## src/rtl/sg_pkg.sv

```systemverilog
package sg_pkg;

    // Decoded meaning of address control bits 6, 1 and 0.
    typedef enum logic [2:0] {
        SEL_MFR    = 3'd0,  // {6,1,0} = 000
        SEL_DEV    = 3'd1,  // {6,1,0} = 001
        SEL_SECT   = 3'd2,  // {6,1,0} = 010 : lock query / lock set
        SEL_UNPROT = 3'd3,  // {6,1,0} = 110 : release all
        SEL_OTHER  = 3'd4
    } sel_e;

    function automatic sel_e sel_decode(input logic b6, input logic b1, input logic b0);
        sel_e r;
        case ({b6, b1, b0})
            3'b000:  r = SEL_MFR;
            3'b001:  r = SEL_DEV;
            3'b010:  r = SEL_SECT;
            3'b110:  r = SEL_UNPROT;
            default: r = SEL_OTHER;
        endcase
        return r;
    endfunction

endpackage

```

## src/rtl/sg_lock_bank.sv

```systemverilog
module sg_lock_bank #(
    parameter int unsigned SECT_W = 5
) (
    input  logic                     clk,
    input  logic                     rst_n,
    input  logic                     hv_i,
    input  logic                     req_i,
    input  sg_pkg::sel_e             sel_i,
    input  logic [SECT_W-1:0]        sect_i,
    output logic [(1<<SECT_W)-1:0]   lock_o
);
    localparam int unsigned NSECT = 1 << SECT_W;

    typedef struct packed {
        logic [NSECT-1:0] bits;
    } lk_s;

    lk_s st_d, st_q;

    always_comb begin
        st_d = st_q;
        if (req_i && hv_i) begin
            case (sel_i)
                sg_pkg::SEL_SECT:   st_d.bits[sect_i] = 1'b1;
                sg_pkg::SEL_UNPROT: if (&st_q.bits) st_d.bits = '0;
                default:            ;
            endcase
        end
    end

    always_ff @(posedge clk) begin
        if (!rst_n) st_q <= '0;
        else        st_q <= st_d;
    end

    assign lock_o = st_q.bits;

    AST_LOCK_NEEDS_HV: assert property (@(posedge clk) disable iff (!rst_n)
        !hv_i |=> $stable(lock_o));
    AST_LOCK_IDLE: assert property (@(posedge clk) disable iff (!rst_n)
        !req_i |=> $stable(lock_o));
    AST_LOCK_ONE_BIT: assert property (@(posedge clk) disable iff (!rst_n)
        req_i |=> ($countones(lock_o & ~$past(lock_o)) <= 1));
    AST_UNPROT_NEEDS_FULL: assert property (@(posedge clk) disable iff (!rst_n)
        (lock_o != {NSECT{1'b1}}) |=> ((lock_o & $past(lock_o)) == $past(lock_o)));

endmodule

```

## src/rtl/sg_pe_gate.sv

```systemverilog
module sg_pe_gate #(
    parameter int unsigned SECT_W = 5
) (
    input  logic                     clk,
    input  logic                     rst_n,
    input  logic                     hv_i,
    input  logic                     req_i,
    input  logic [SECT_W-1:0]        sect_i,
    input  logic [(1<<SECT_W)-1:0]   lock_i,
    output logic                     ok_o,
    output logic                     rej_o
);
    typedef struct packed {
        logic ok;
        logic rej;
    } gt_s;

    gt_s  st_d, st_q;
    logic blocked;

    always_comb begin
        blocked = lock_i[sect_i] && !hv_i;
        st_d.ok  = req_i && !blocked;
        st_d.rej = req_i &&  blocked;
    end

    always_ff @(posedge clk) begin
        if (!rst_n) st_q <= '0;
        else        st_q <= st_d;
    end

    assign ok_o  = st_q.ok;
    assign rej_o = st_q.rej;

    AST_GATE_ONE_PULSE: assert property (@(posedge clk) disable iff (!rst_n)
        req_i |=> ($countones({ok_o, rej_o}) == 1));
    AST_GATE_IDLE: assert property (@(posedge clk) disable iff (!rst_n)
        !req_i |=> (!ok_o && !rej_o));
    AST_GATE_PROTECTED: assert property (@(posedge clk) disable iff (!rst_n)
        (req_i && !hv_i && lock_i[sect_i]) |=> rej_o);
    AST_GATE_OVERRIDE: assert property (@(posedge clk) disable iff (!rst_n)
        (req_i && hv_i) |=> ok_o);

endmodule

```

## src/rtl/sg_ident.sv

```systemverilog
module sg_ident #(
    parameter int unsigned SECT_W   = 5,
    parameter logic [7:0]  MFR_CODE = 8'h01,
    parameter logic [7:0]  DEV_CODE = 8'hC8
) (
    input  logic                     clk,
    input  logic                     rst_n,
    input  logic                     rd_i,
    input  logic                     mode_i,
    input  sg_pkg::sel_e             sel_i,
    input  logic [SECT_W-1:0]        sect_i,
    input  logic [(1<<SECT_W)-1:0]   lock_i,
    output logic [7:0]               rdata_o,
    output logic                     rvalid_o
);
    typedef struct packed {
        logic       valid;
        logic [7:0] data;
    } id_s;

    id_s st_d, st_q;

    always_comb begin
        st_d.valid = rd_i && mode_i;
        st_d.data  = 8'h00;
        if (st_d.valid) begin
            case (sel_i)
                sg_pkg::SEL_MFR:  st_d.data = MFR_CODE;
                sg_pkg::SEL_DEV:  st_d.data = DEV_CODE;
                sg_pkg::SEL_SECT: st_d.data = {7'd0, lock_i[sect_i]};
                default:          st_d.data = 8'h00;
            endcase
        end
    end

    always_ff @(posedge clk) begin
        if (!rst_n) st_q <= '0;
        else        st_q <= st_d;
    end

    assign rdata_o  = st_q.data;
    assign rvalid_o = st_q.valid;

    AST_ID_VALID: assert property (@(posedge clk) disable iff (!rst_n)
        (rd_i && mode_i) |=> rvalid_o);
    AST_ID_QUIET: assert property (@(posedge clk) disable iff (!rst_n)
        !(rd_i && mode_i) |=> (!rvalid_o && rdata_o == 8'h00));
    AST_ID_SECT_CODE: assert property (@(posedge clk) disable iff (!rst_n)
        (rd_i && mode_i && sel_i == sg_pkg::SEL_SECT) |=> (rdata_o[7:1] == 7'd0));

endmodule

```

## src/rtl/sect_guard_top.sv

```systemverilog
module sect_guard_top #(
    parameter int unsigned ADDR_W   = 21,
    parameter int unsigned SECT_W   = 5,
    parameter logic [7:0]  MFR_CODE = 8'h01,
    parameter logic [7:0]  DEV_CODE = 8'hC8
) (
    input  logic              clk,
    input  logic              rst_n,
    input  logic              hv_unlock_i,
    input  logic              id_mode_i,
    input  logic [ADDR_W-1:0] addr_i,
    input  logic              rd_i,
    input  logic              lock_req_i,
    input  logic              pgm_req_i,
    input  logic              ers_req_i,
    output logic [7:0]        rdata_o,
    output logic              rvalid_o,
    output logic              pgm_ok_o,
    output logic              pgm_rej_o,
    output logic              ers_ok_o,
    output logic              ers_rej_o
);
    localparam int unsigned NSECT    = 1 << SECT_W;
    localparam int unsigned SECT_LSB = ADDR_W - SECT_W;
    localparam int unsigned NCHAN    = 2;  // 0: program, 1: erase

    logic [SECT_W-1:0] sect;
    sg_pkg::sel_e      sel;
    logic [NSECT-1:0]  lock_vec;
    logic [NCHAN-1:0]  chan_req, chan_ok, chan_rej;
    logic              unused_addr;

    // sector index from the top address bits
    assign sect        = addr_i[ADDR_W-1:SECT_LSB];
    assign sel         = sg_pkg::sel_decode(addr_i[6], addr_i[1], addr_i[0]);
    assign unused_addr = ^{addr_i[SECT_LSB-1:7], addr_i[5:2]};

    sg_lock_bank #(.SECT_W(SECT_W)) u_bank (
        .clk    (clk),
        .rst_n  (rst_n),
        .hv_i   (hv_unlock_i),
        .req_i  (lock_req_i),
        .sel_i  (sel),
        .sect_i (sect),
        .lock_o (lock_vec)
    );

    sg_ident #(.SECT_W(SECT_W), .MFR_CODE(MFR_CODE), .DEV_CODE(DEV_CODE)) u_ident (
        .clk      (clk),
        .rst_n    (rst_n),
        .rd_i     (rd_i),
        .mode_i   (id_mode_i),
        .sel_i    (sel),
        .sect_i   (sect),
        .lock_i   (lock_vec),
        .rdata_o  (rdata_o),
        .rvalid_o (rvalid_o)
    );

    assign chan_req = {ers_req_i, pgm_req_i};

    for (genvar g = 0; g < NCHAN; g++) begin : g_chan
        sg_pe_gate #(.SECT_W(SECT_W)) u_gate (
            .clk    (clk),
            .rst_n  (rst_n),
            .hv_i   (hv_unlock_i),
            .req_i  (chan_req[g]),
            .sect_i (sect),
            .lock_i (lock_vec),
            .ok_o   (chan_ok[g]),
            .rej_o  (chan_rej[g])
        );
    end

    assign pgm_ok_o  = chan_ok[0];
    assign pgm_rej_o = chan_rej[0];
    assign ers_ok_o  = chan_ok[1];
    assign ers_rej_o = chan_rej[1];

    AST_RESET_CLEARS: assert property (@(posedge clk)
        !rst_n |=> (lock_vec == '0 && !rvalid_o && !pgm_ok_o && !pgm_rej_o
                    && !ers_ok_o && !ers_rej_o));

endmodule

```

## config.mk

```make
export PLATFORM = sky130hd
export DESIGN_NAME = sect_guard_top
export DESIGN_NICKNAME = d
export VERILOG_FILES = /design/src/rtl/sg_pkg.sv /design/src/rtl/sg_lock_bank.sv /design/src/rtl/sg_pe_gate.sv /design/src/rtl/sg_ident.sv /design/src/rtl/sect_guard_top.sv
export SDC_FILE = /design/constraint.sdc
export NUM_CORES = 1
export LEC_CHECK = 0
export BUFFER_PORTS_ARGS = -buffer_cell sky130_fd_sc_hd__buf_2
export CORE_MARGIN = 2
export CORE_UTILIZATION = 45
export CTS_CLUSTER_SIZE = 30
export DETAILED_ROUTE_END_ITERATION = 7
export GPL_TIMING_DRIVEN = 1
export PLACE_DENSITY_LB_ADDON = 0.12
export SYNTH_ARGS = -nofsm -noshare
export SYNTH_HDL_FRONTEND = slang
export SYNTH_HIERARCHICAL = 1
export SYNTH_SLANG_ARGS = --single-unit
export TNS_END_PERCENT = 10
```

## constraint.sdc

```tcl
create_clock -name clk -period 4.2 [get_ports clk]
set_clock_uncertainty 0.1 [all_clocks]
set_input_delay 0.21 -clock clk [delete_from_list [all_inputs] [get_ports clk]]
set_output_delay 0.21 -clock clk [all_outputs]
set_load 0.01 [all_outputs]
```

==> flow_summary.yaml, run 1 <==
run_status:
  status: "complete, no violations"
floorplanning:
  ios: 42
  start_util: 0.471
  rows: 26
  coreArea_sq_mm: 0.00514
  die_y_um: 77.4
  design.die.area_sq_mm: 0.00599
  die_w_um: 77.4
timing:
  relSlewSlack: 0.464
  hold_viol: 0
  rsz0062_at_grt: "no"
  period_share: 0.611
  setup_ws_ns: 1.63
  min_period_ns: 2.57
  max_slew.worst_pin.slew_ns: 0.797
  tns_ns: 0
  drv_slew: 0
  setup_viol: 0
  max_freq_mhz: 390
worst_setup_path:
  critPathLaunch: "u_bank/lock_o[4]"
  crit_end: "u_bank/lock_o[28]"
  cp-end-kind: "flip-flop"
  worstReg2RegStart: "u_bank/lock_o[4]"
  ff2ff_path_depth: 5
  worstSetupPathType: "flip-flop to flip-flop"
  cp.required_ns: 4.28
  r2r_setup_slack_ns: 1.63
  r2r-end: "u_bank/lock_o[28]"
  arrival_ns: 2.64
  crit_path_start_kind: "flip-flop"
  crit_fanout: 20
drt:
  post_drt_wl_per_cell_um: 17.4
  drc_errors: 0
  drt_iter0_markers: 145
  via_per_inst: 6.00
  wl_mm: 5.56
  ant_nets: 0
  dr.pass1.iters: 5
  vias: 1919
power:
  p_int_mw: 0.522
  p_switching_mw: 0.183
  netSwitchingFraction: 0.259
  clockPowerShare: 0.349
  ir_worst_vdd_mv: 0.149
  pwr_density_cell_mw_per_mm2: 270
  seqPwrFrac: 0.529
  comb_power_share: 0.122
  leakage_nw: 1.08
final_layout:
  nets: 278
  instances_no_fill: 320
  num_antenna_cells: 0
  area_growth_pct: 7.49
  layout-drive-gt1-share: 0.200
  nFillCells: 492
grt:
  met2_usage: 0.297
  grt_pass1_wl_mm: 9.03
  grt_pass1_vias: 1715
  use_met1: 0.274
  use_met3: 0.0419
  grt.overflow.total: 0
  top_usage_layer: "met2"
  grt_antenna_before_repair: 0
  grt_use_total: 0.195
  grt_max_degree: 36
logic_synthesis:
  ys_seq_area_frac: 0.322
  ys_ff_latch: 39
  avgSynthCellArea_sq_um: 10.6
  syn_inst: 228
  syn_area_sq_mm: 0.00242
  yosysUniqueCellTypes: 40
  synth_warnings: 6
clock_tree:
  root_buffer: "clkbuf_8"
  post_cts_resized: 0
  numCtsBuffers: 5
  htreeDepth: 2
  cts_hold_buf: 0
  insertion_delay_ns: 0.29
  post-cts-setup-buffer-count: 0
  cts.sinks: 39
  cts_buffer_depth: 2
  clkSlewWorstSetupHoldPaths_ns: 0.08
  cts_tree: "yes"
placement:
  place_congestion: 0.782
  placed_cells: 311
  hpwl_mm: 3.76
  preCtsSetupSlack_ns: 1.57
  io_buffer_count: 24
flow_run:
  drv_cap: 0
hold_path:
  hp-class: "input pin to flip-flop"
==> cell type report <==
| cell class | instances | area (sq um) | area share |
|---|---|---|---|
| multi-input combinational | 170 | 1490 | 0.570 |
| clock inverter | 1 | 5.00 | 0.00192 |
| clock buffer | 7 | 76.3 | 0.0293 |
| inverter | 5 | 18.8 | 0.00721 |
| timing repair buffer | 28 | 150 | 0.0577 |
| tap | 70 | 87.6 | 0.0336 |
| sequential | 39 | 781 | 0.300 |
==> synth_stat cells <==
| cell type | instances | share of area |
|---|---|---|
| and2_1 | 2 | 0.0052 |
| buf_4 | 6 | 0.019 |
| nand2_1 | 3 | 0.0046 |
| o311ai_1 | 1 | 0.0036 |
| nand4b_1 | 2 | 0.0072 |
| or4_4 | 2 | 0.0093 |
| nand2_2 | 1 | 0.0026 |
| nand2b_1 | 1 | 0.0026 |
| nor4b_1 | 1 | 0.0036 |
| a21oi_1 | 32 | 0.066 |
| nor2b_4 | 1 | 0.0057 |
| buf_1 | 1 | 0.0015 |
| nand4_1 | 8 | 0.021 |
| a31oi_1 | 3 | 0.0077 |
| mux2_4 | 1 | 0.0062 |
| and4b_1 | 3 | 0.012 |
| conb_1 | 1 | 0.0015 |
| nand3_1 | 2 | 0.0041 |
| inv_1 | 5 | 0.0077 |
| a22o_1 | 1 | 0.0036 |
| mux4_1 | 16 | 0.17 |
| mux2i_1 | 20 | 0.083 |
| nor3_1 | 4 | 0.0083 |
| nor3b_1 | 2 | 0.0062 |
| a41oi_2 | 1 | 0.0067 |
| buf_6 | 8 | 0.037 |
| mux4_2 | 3 | 0.028 |
| o211ai_1 | 1 | 0.0031 |
| nand3b_1 | 7 | 0.022 |
| mux2_2 | 1 | 0.0046 |
| nor2b_1 | 1 | 0.0026 |
| nor2_1 | 33 | 0.051 |
| dfxtp_1 | 39 | 0.32 |
| and3_1 | 1 | 0.0026 |
| nor4_1 | 6 | 0.015 |
| a2111oi_2 | 1 | 0.0062 |
| buf_2 | 2 | 0.0041 |
| a221oi_2 | 2 | 0.012 |
| nor2_2 | 2 | 0.0052 |
| o41ai_4 | 1 | 0.011 |
==> logic make-up (layout without fill, tap and decap cells) <==
logic type,after synthesis,count (layout),share of synthesized area
and+or+nand+nor,82,82,0.191
AOI/OAI and AO/OA,43,43,0.121
muxes,41,41,0.295
DFF,39,39,0.322
buffers and inverters,22,41,0.0692
other,1,4,0.00155
==> power groups by stage <==
stage,registers [mW],clock network (mW),logic (mW)
after floorplan,0.383,0,0.0608
after global placement,0.382,0,0.0841
after detailed placement,0.382,0,0.0846
after CTS,0.373,0.258,0.0848
after global routing,0.373,0.272,0.0927
final,0.373,0.246,0.0856
==> registers in the layout (all words and copies together) (netlist names) <==
name and cells:
g_chan.u_gate/rej_o 2, u_ident/rvalid_o 1, u_ident/rdata_o 2, g_chan.u_gate/ok_o 2, u_bank/lock_o 32
==> worst min-delay path by stage <==
stage / cells past startpoint / to / startpoint / slack, ns
final: 3 / g_chan[0].u_gate/ok_o / pgm_req_i / 0.06
after global routing: 3 / g_chan[0].u_gate/ok_o / pgm_req_i / 0.06
after CTS: 3 / g_chan[0].u_gate/ok_o / pgm_req_i / 0.05
after detailed placement: 3 / g_chan[0].u_gate/ok_o / pgm_req_i / 0.36
after global placement: 3 / g_chan[1].u_gate/ok_o / ers_req_i / 0.37
after floorplan: 1 / u_ident/rdata_o[0] / addr_i[20] / 0.24
==> critical path: stages, from the launching register on <==
cell and delay [ns]:
dfxtp_1 0.43, nand4_1 0.12, or4_4 0.56, o41ai_4 0.78
buf_4 0.38, nor2_1 0.08
==> through the flow <==
step                      hold slack (ns)  total power, mW  utilization  cell area, sq um
after floorplan                     0.240            0.444            -              2430
after global placement              0.367            0.466        0.489              2510
after detailed placement            0.365            0.466        0.489              2510
after CTS                          0.0453            0.715        0.505              2600
after global routing               0.0619            0.738        0.507              2600
final                              0.0565            0.704        0.507              2600
==> cell usage in the layout, fill, tap and decap left out, types with 2 or more instances in the layout <==
master | synthesis | routed
clkbuf_8 | 0 | 5
buf_2 | 2 | 24
clkbuf_1 | 0 | 2
mux4_1 | 16 | 16
mux2i_1 | 20 | 20
nand2_1 | 3 | 3
a21oi_1 | 32 | 32
and4b_1 | 3 | 3
buf_4 | 6 | 4
mux4_2 | 3 | 3
a31oi_1 | 3 | 3
a221oi_2 | 2 | 2
or4_4 | 2 | 2
nand4_1 | 8 | 8
nor3b_1 | 2 | 2
conb_1 | 1 | 4
nand3_1 | 2 | 2
nor3_1 | 4 | 4
and2_1 | 2 | 2
dfxtp_1 | 39 | 39
nor2_2 | 2 | 2
nor2_1 | 33 | 33
nor4_1 | 6 | 6
nand4b_1 | 2 | 2
inv_1 | 5 | 5
nand3b_1 | 7 | 7
==> metal layers <==
layer,vias to the layer above,part of all wire
li1,922,-
met1,922,0.45
met2,69,0.47
met3,6,0.070
met4,0,0.013
met5,-,0
No activity file was read; power rests on OpenSTA's default activity.
==> run 2, diff against run 1 <==
Clock period 4.2 ns to 2.1 ns, I/O delays scaled along.
==> run 2 against run 1 <==
Wire length increased by 4.0%. Worst hold slack got worse by 0.034 ns. Setup slack got worse by 1.5 ns. Largest power group unchanged. Combinational power increased by 120%.
==> flow_summary.yaml, run 2 (synthesis gave the netlist of run 1 again) <==
run_status:
  status: "complete, no violations"
floorplanning:
  die_w_um: 77.4
  design.die.area_sq_mm: 0.00599
  start_util: 0.471
  die_y_um: 77.4
  rows: 26
  coreArea_sq_mm: 0.00514
  ios: 42
drt:
  drc_errors: 0
  ant_nets: 0
  dr.pass1.iters: 4
  post_drt_wl_per_cell_um: 16.7
  via_per_inst: 5.59
  wl_mm: 5.79
  drt_iter0_markers: 108
  vias: 1938
power:
  pwr_density_cell_mw_per_mm2: 506
  leakage_nw: 1.22
  ir_worst_vdd_mv: 0.304
clock_tree:
  cts_buffer_depth: 2
  insertion_delay_ns: 0.29
  htreeDepth: 2
  root_buffer: "clkbuf_8"
  clkSlewWorstSetupHoldPaths_ns: 0.08
  cts_tree: "yes"
  cts.sinks: 39
  numCtsBuffers: 5
final_layout:
  num_antenna_cells: 0
  layout_commonest_cell: "dfxtp_1"
  nets: 305
  area_growth_pct: 16.4
  final_cell_mix: "39 x dfxtp_1, 33 x nor2_1, 32 x a21oi_1"
  largest_reg_flops: 32
  layout-drive-gt1-share: 0.264
worst_setup_path:
  cp.required_ns: 2.18
  crit_fanout: 12
  arrival_ns: 2.08
  crit_path_start_kind: "flip-flop"
  cp-end-kind: "flip-flop"
  worstSetupPathType: "flip-flop to flip-flop"
placement:
  hpwl_mm: 4.13
  place_congestion: 0.767
  io_buffer_count: 24
  preCtsSetupSlack_ns: -0.0669
timing:
  hold_viol: 0
  tns_ns: 0
  max_freq_mhz: 501
  max_slew.worst_pin.slew_ns: 1.34
  setup_ws_ns: 0.102
  drv_slew: 0
  period_share: 0.951
  min_period_ns: 2.00
  rsz0062_at_grt: "no"
  setup_viol: 0
  relSlewSlack: 0.0983
grt:
  grt_max_degree: 26
  grt_antenna_before_repair: 0
  grt_pass1_wl_mm: 9.32
  grt.overflow.total: 0
  grt_pass1_vias: 1819
  grt_use_total: 0.199
flow_run:
  drv_cap: 0
hold_path:
  hp-class: "input pin to flip-flop"
run 2: cell types whose count changed in the layout (fill, tap and decap cells not counted):
| cell | previous run | this run |
|---|---|---|
| dlygate4sd3_1 | 0 | 4 |
| buf_4 | 4 | 26 |
| buf_6 | 0 | 1 |
run 2: through the flow:
step	hold slack [ns]	util	total power [mW]	instance area (sq um)	instances
final	0.0230	0.549	1.43	2820	347
after CTS	0.0170	0.548	1.44	2820	347
after global routing	0.0201	0.549	1.50	2820	347
after floorplan	0.135	-	0.887	2430	231
after global placement	0.261	0.524	0.941	2700	335
after detailed placement	0.251	0.524	0.941	2700	335
run 2: final timing paths:
check	depth (start not counted)	to	slack, ns	from
setup reg to reg	5	u_bank/lock_o[14]	0.10	u_bank/lock_o[22]
setup / recovery	5	u_bank/lock_o[14]	0.10	u_bank/lock_o[22]
hold reg to reg	2	u_bank/lock_o[12]	0.44	u_bank/lock_o[12]
hold / removal	3	g_chan[0].u_gate/ok_o	0.02	rst_n
run 2: where the power goes:
part / internal [mW] / switching, mW
Sequential: 0.744 / 0.00148
Combinational: 0.0779 / 0.107
Clock: 0.233 / 0.262
Total: 1.06 / 0.371
run 2: critical path: stages, from the launching register on:
cell	delay [ns]
dfxtp_1	0.41
nand4_1	0.16
or4_4	0.56
o41ai_4	0.34
buf_4	0.26
nor2_1	0.06
run 2: routing by layer:
layer  wire, um  share of wire  up-vias  GRT usage
li1           -              -      976          -
met1       2850           0.49      915      0.280
met2       2660           0.46       43      0.315
met3        239          0.041        4     0.0419
met4         37         0.0064        0     0.0518
met5          0              0        -          0
run 2: timing repair:
item	4_1_cts	5_1_grt
buffers inserted	0	0
setup endpoints to repair	0	20
hold buffers	4	0
hold endpoints to repair	3	0
gates resized for setup	0	1
run 2: area by class of cell:
| cell class | count | area (sq um) |
|---|---|---|
| inverter | 5 | 18.8 |
| clock inverter | 1 | 5.00 |
| clock buffer | 7 | 76.3 |
| tap | 70 | 87.6 |
| fill | 500 | 2320 |
| sequential | 39 | 781 |
| multi-input combinational | 170 | 1490 |
| timing repair buffer | 55 | 367 |
==> run 3, diff against run 2 <==
Settings changed: MAX_ROUTING_LAYER from default to met4.
==> run 3 against run 2 <==
Maximum frequency about the same. First-iteration DRC count rose by 1.9%. Critical path depth unchanged. Utilization did not move. Sequential power hardly changed. Critical endpoint unchanged. Highest routed layer unchanged.
==> flow_summary.yaml, run 3 (synthesis gave the netlist of run 1 again) <==
floorplanning:
  rows: 26
  die_y_um: 77.4
  ios: 42
  design.die.area_sq_mm: 0.00599
  die_w_um: 77.4
  coreArea_sq_mm: 0.00514
  start_util: 0.471
drt:
  post_drt_wl_per_cell_um: 16.6
  ant_nets: 0
  drt_iter0_markers: 110
  wl_mm: 5.78
  dr.pass1.iters: 4
  vias: 1947
  via_per_inst: 5.61
  drc_errors: 0
grt:
  grt_pass1_wl_mm: 9.32
  grt_max_degree: 26
  grt_use_total: 0.205
  grt_antenna_before_repair: 0
  grt.overflow.total: 0
  grt_pass1_vias: 1818
timing:
  drv_slew: 0
  rsz0062_at_grt: "no"
  period_share: 0.951
  relSlewSlack: 0.0763
  hold_viol: 0
  max_freq_mhz: 501
  setup_viol: 0
  min_period_ns: 2.00
  setup_ws_ns: 0.102
  max_slew.worst_pin.slew_ns: 1.37
  timing.hold.ws_ns: 0.0238
worst_setup_path:
  crit_chain: "nand4_1 -> or4_4 -> o41ai_4 -> buf_4 -> nor2_1"
  r2r_setup_slack_ns: 0.10
  arrival_ns: 2.08
  cp_slowest_stage_delay_ns: 0.56
  critPathLaunch: "u_bank/lock_o[22]"
  worstSetupPathType: "flip-flop to flip-flop"
  cp-end-kind: "flip-flop"
  r2r-end: "u_bank/lock_o[14]"
  critical-path-slowest-cell: "or4_4"
  cp.required_ns: 2.18
  ff2ff_path_depth: 5
  crit_path_start_kind: "flip-flop"
  crit_fanout: 12
  worstReg2RegStart: "u_bank/lock_o[22]"
clock_tree:
  root_buffer: "clkbuf_8"
  cts_buffer_depth: 2
  htreeDepth: 2
  cts.sinks: 39
  insertion_delay_ns: 0.29
  clkSlewWorstSetupHoldPaths_ns: 0.08
  numCtsBuffers: 5
  cts_tree: "yes"
final_layout:
  layout_commonest_cell: "dfxtp_1"
  area_growth_pct: 16.4
  final_cell_mix: "39 x dfxtp_1, 33 x nor2_1, 32 x a21oi_1"
  instances_no_fill: 347
  largest_reg_flops: 32
  layout-drive-gt1-share: 0.264
  num_antenna_cells: 0
  post-route-cell-area_sq_mm: 0.00282
  nets: 305
placement:
  place_area_sq_mm: 0.00270
  placed_cells: 335
  place_congestion: 0.777
  io_buffer_count: 24
  hpwl_mm: 4.13
  preCtsSetupSlack_ns: -0.0669
hold_path:
  holdPathEnd: "g_chan[0].u_gate/ok_o"
  hp-class: "input pin to flip-flop"
  holdPathStages: 3
  min-delay-start: "rst_n"
run_status:
  status: "complete, no violations"
power:
  power.total_mw: 1.43
  ir_worst_vdd_mv: 0.304
  pwr_density_cell_mw_per_mm2: 506
  leakage_nw: 1.22
flow_run:
  drv_cap: 0
-- run 3: per-layer routing --
layer | track usage | wire [um] | vias to the layer above
met1 | 0.280 | 2820 | 912
met4 | 0.0518 | 40 | 0
met2 | 0.315 | 2610 | 54
li1 | - | - | 977
met3 | 0.0419 | 297 | 4
met5 | - | 0 | -
-- run 3: what timing repair did --
action / in CTS / in global routing
hold endpoints to repair: 3 / 0
hold buffers: 4 / 0
setup endpoints to repair: 0 / 20
buffers inserted: 0 / 0
resized for setup: 0 / 1
-- run 3: worst max path at each step --
stage	endpoint	slack, ns	cells after the start
floorplan	u_bank/lock_o[12]	0.19	5
global placement	u_bank/lock_o[8]	-0.08	5
detailed placement	u_bank/lock_o[0]	-0.07	5
CTS	u_bank/lock_o[3]	0.05	5
global route	u_bank/lock_o[18]	0.009	5
finish	u_bank/lock_o[14]	0.10	5
-- run 3: final cells by class --
type | count | area [sq um]
fill | 500 | 2320
multi-input combinational | 170 | 1490
sequential | 39 | 781
timing repair buffer | 55 | 367
tap | 70 | 87.6
clock buffer | 7 | 76.3
inverter | 5 | 18.8
clock inverter | 1 | 5.00
-- run 3: worst max-delay path: cells and delay by family, from the launching register on --
family	cells	cell delay [ns]
flip-flops	1	0.41
AND/OR/NAND/NOR	3	0.78
buffers and inverters	1	0.26
AO/OA/AOI/OAI	1	0.34
-- run 3: through the flow --
step	setup TNS [ns]	utilization
3_3_place_gp	-0.461	0.524
3_5_place_dp	-0.432	0.524
5_1_grt	0	0.549
6_report	0	0.549
2_1_floorplan	0	-
4_1_cts	0	0.548
-- run 3: report_power, final --
part,leakage (nW),internal [mW],switching (mW)
logic,0.861,0.0779,0.107
registers,0.315,0.744,0.00148
clock network,0.0422,0.233,0.262
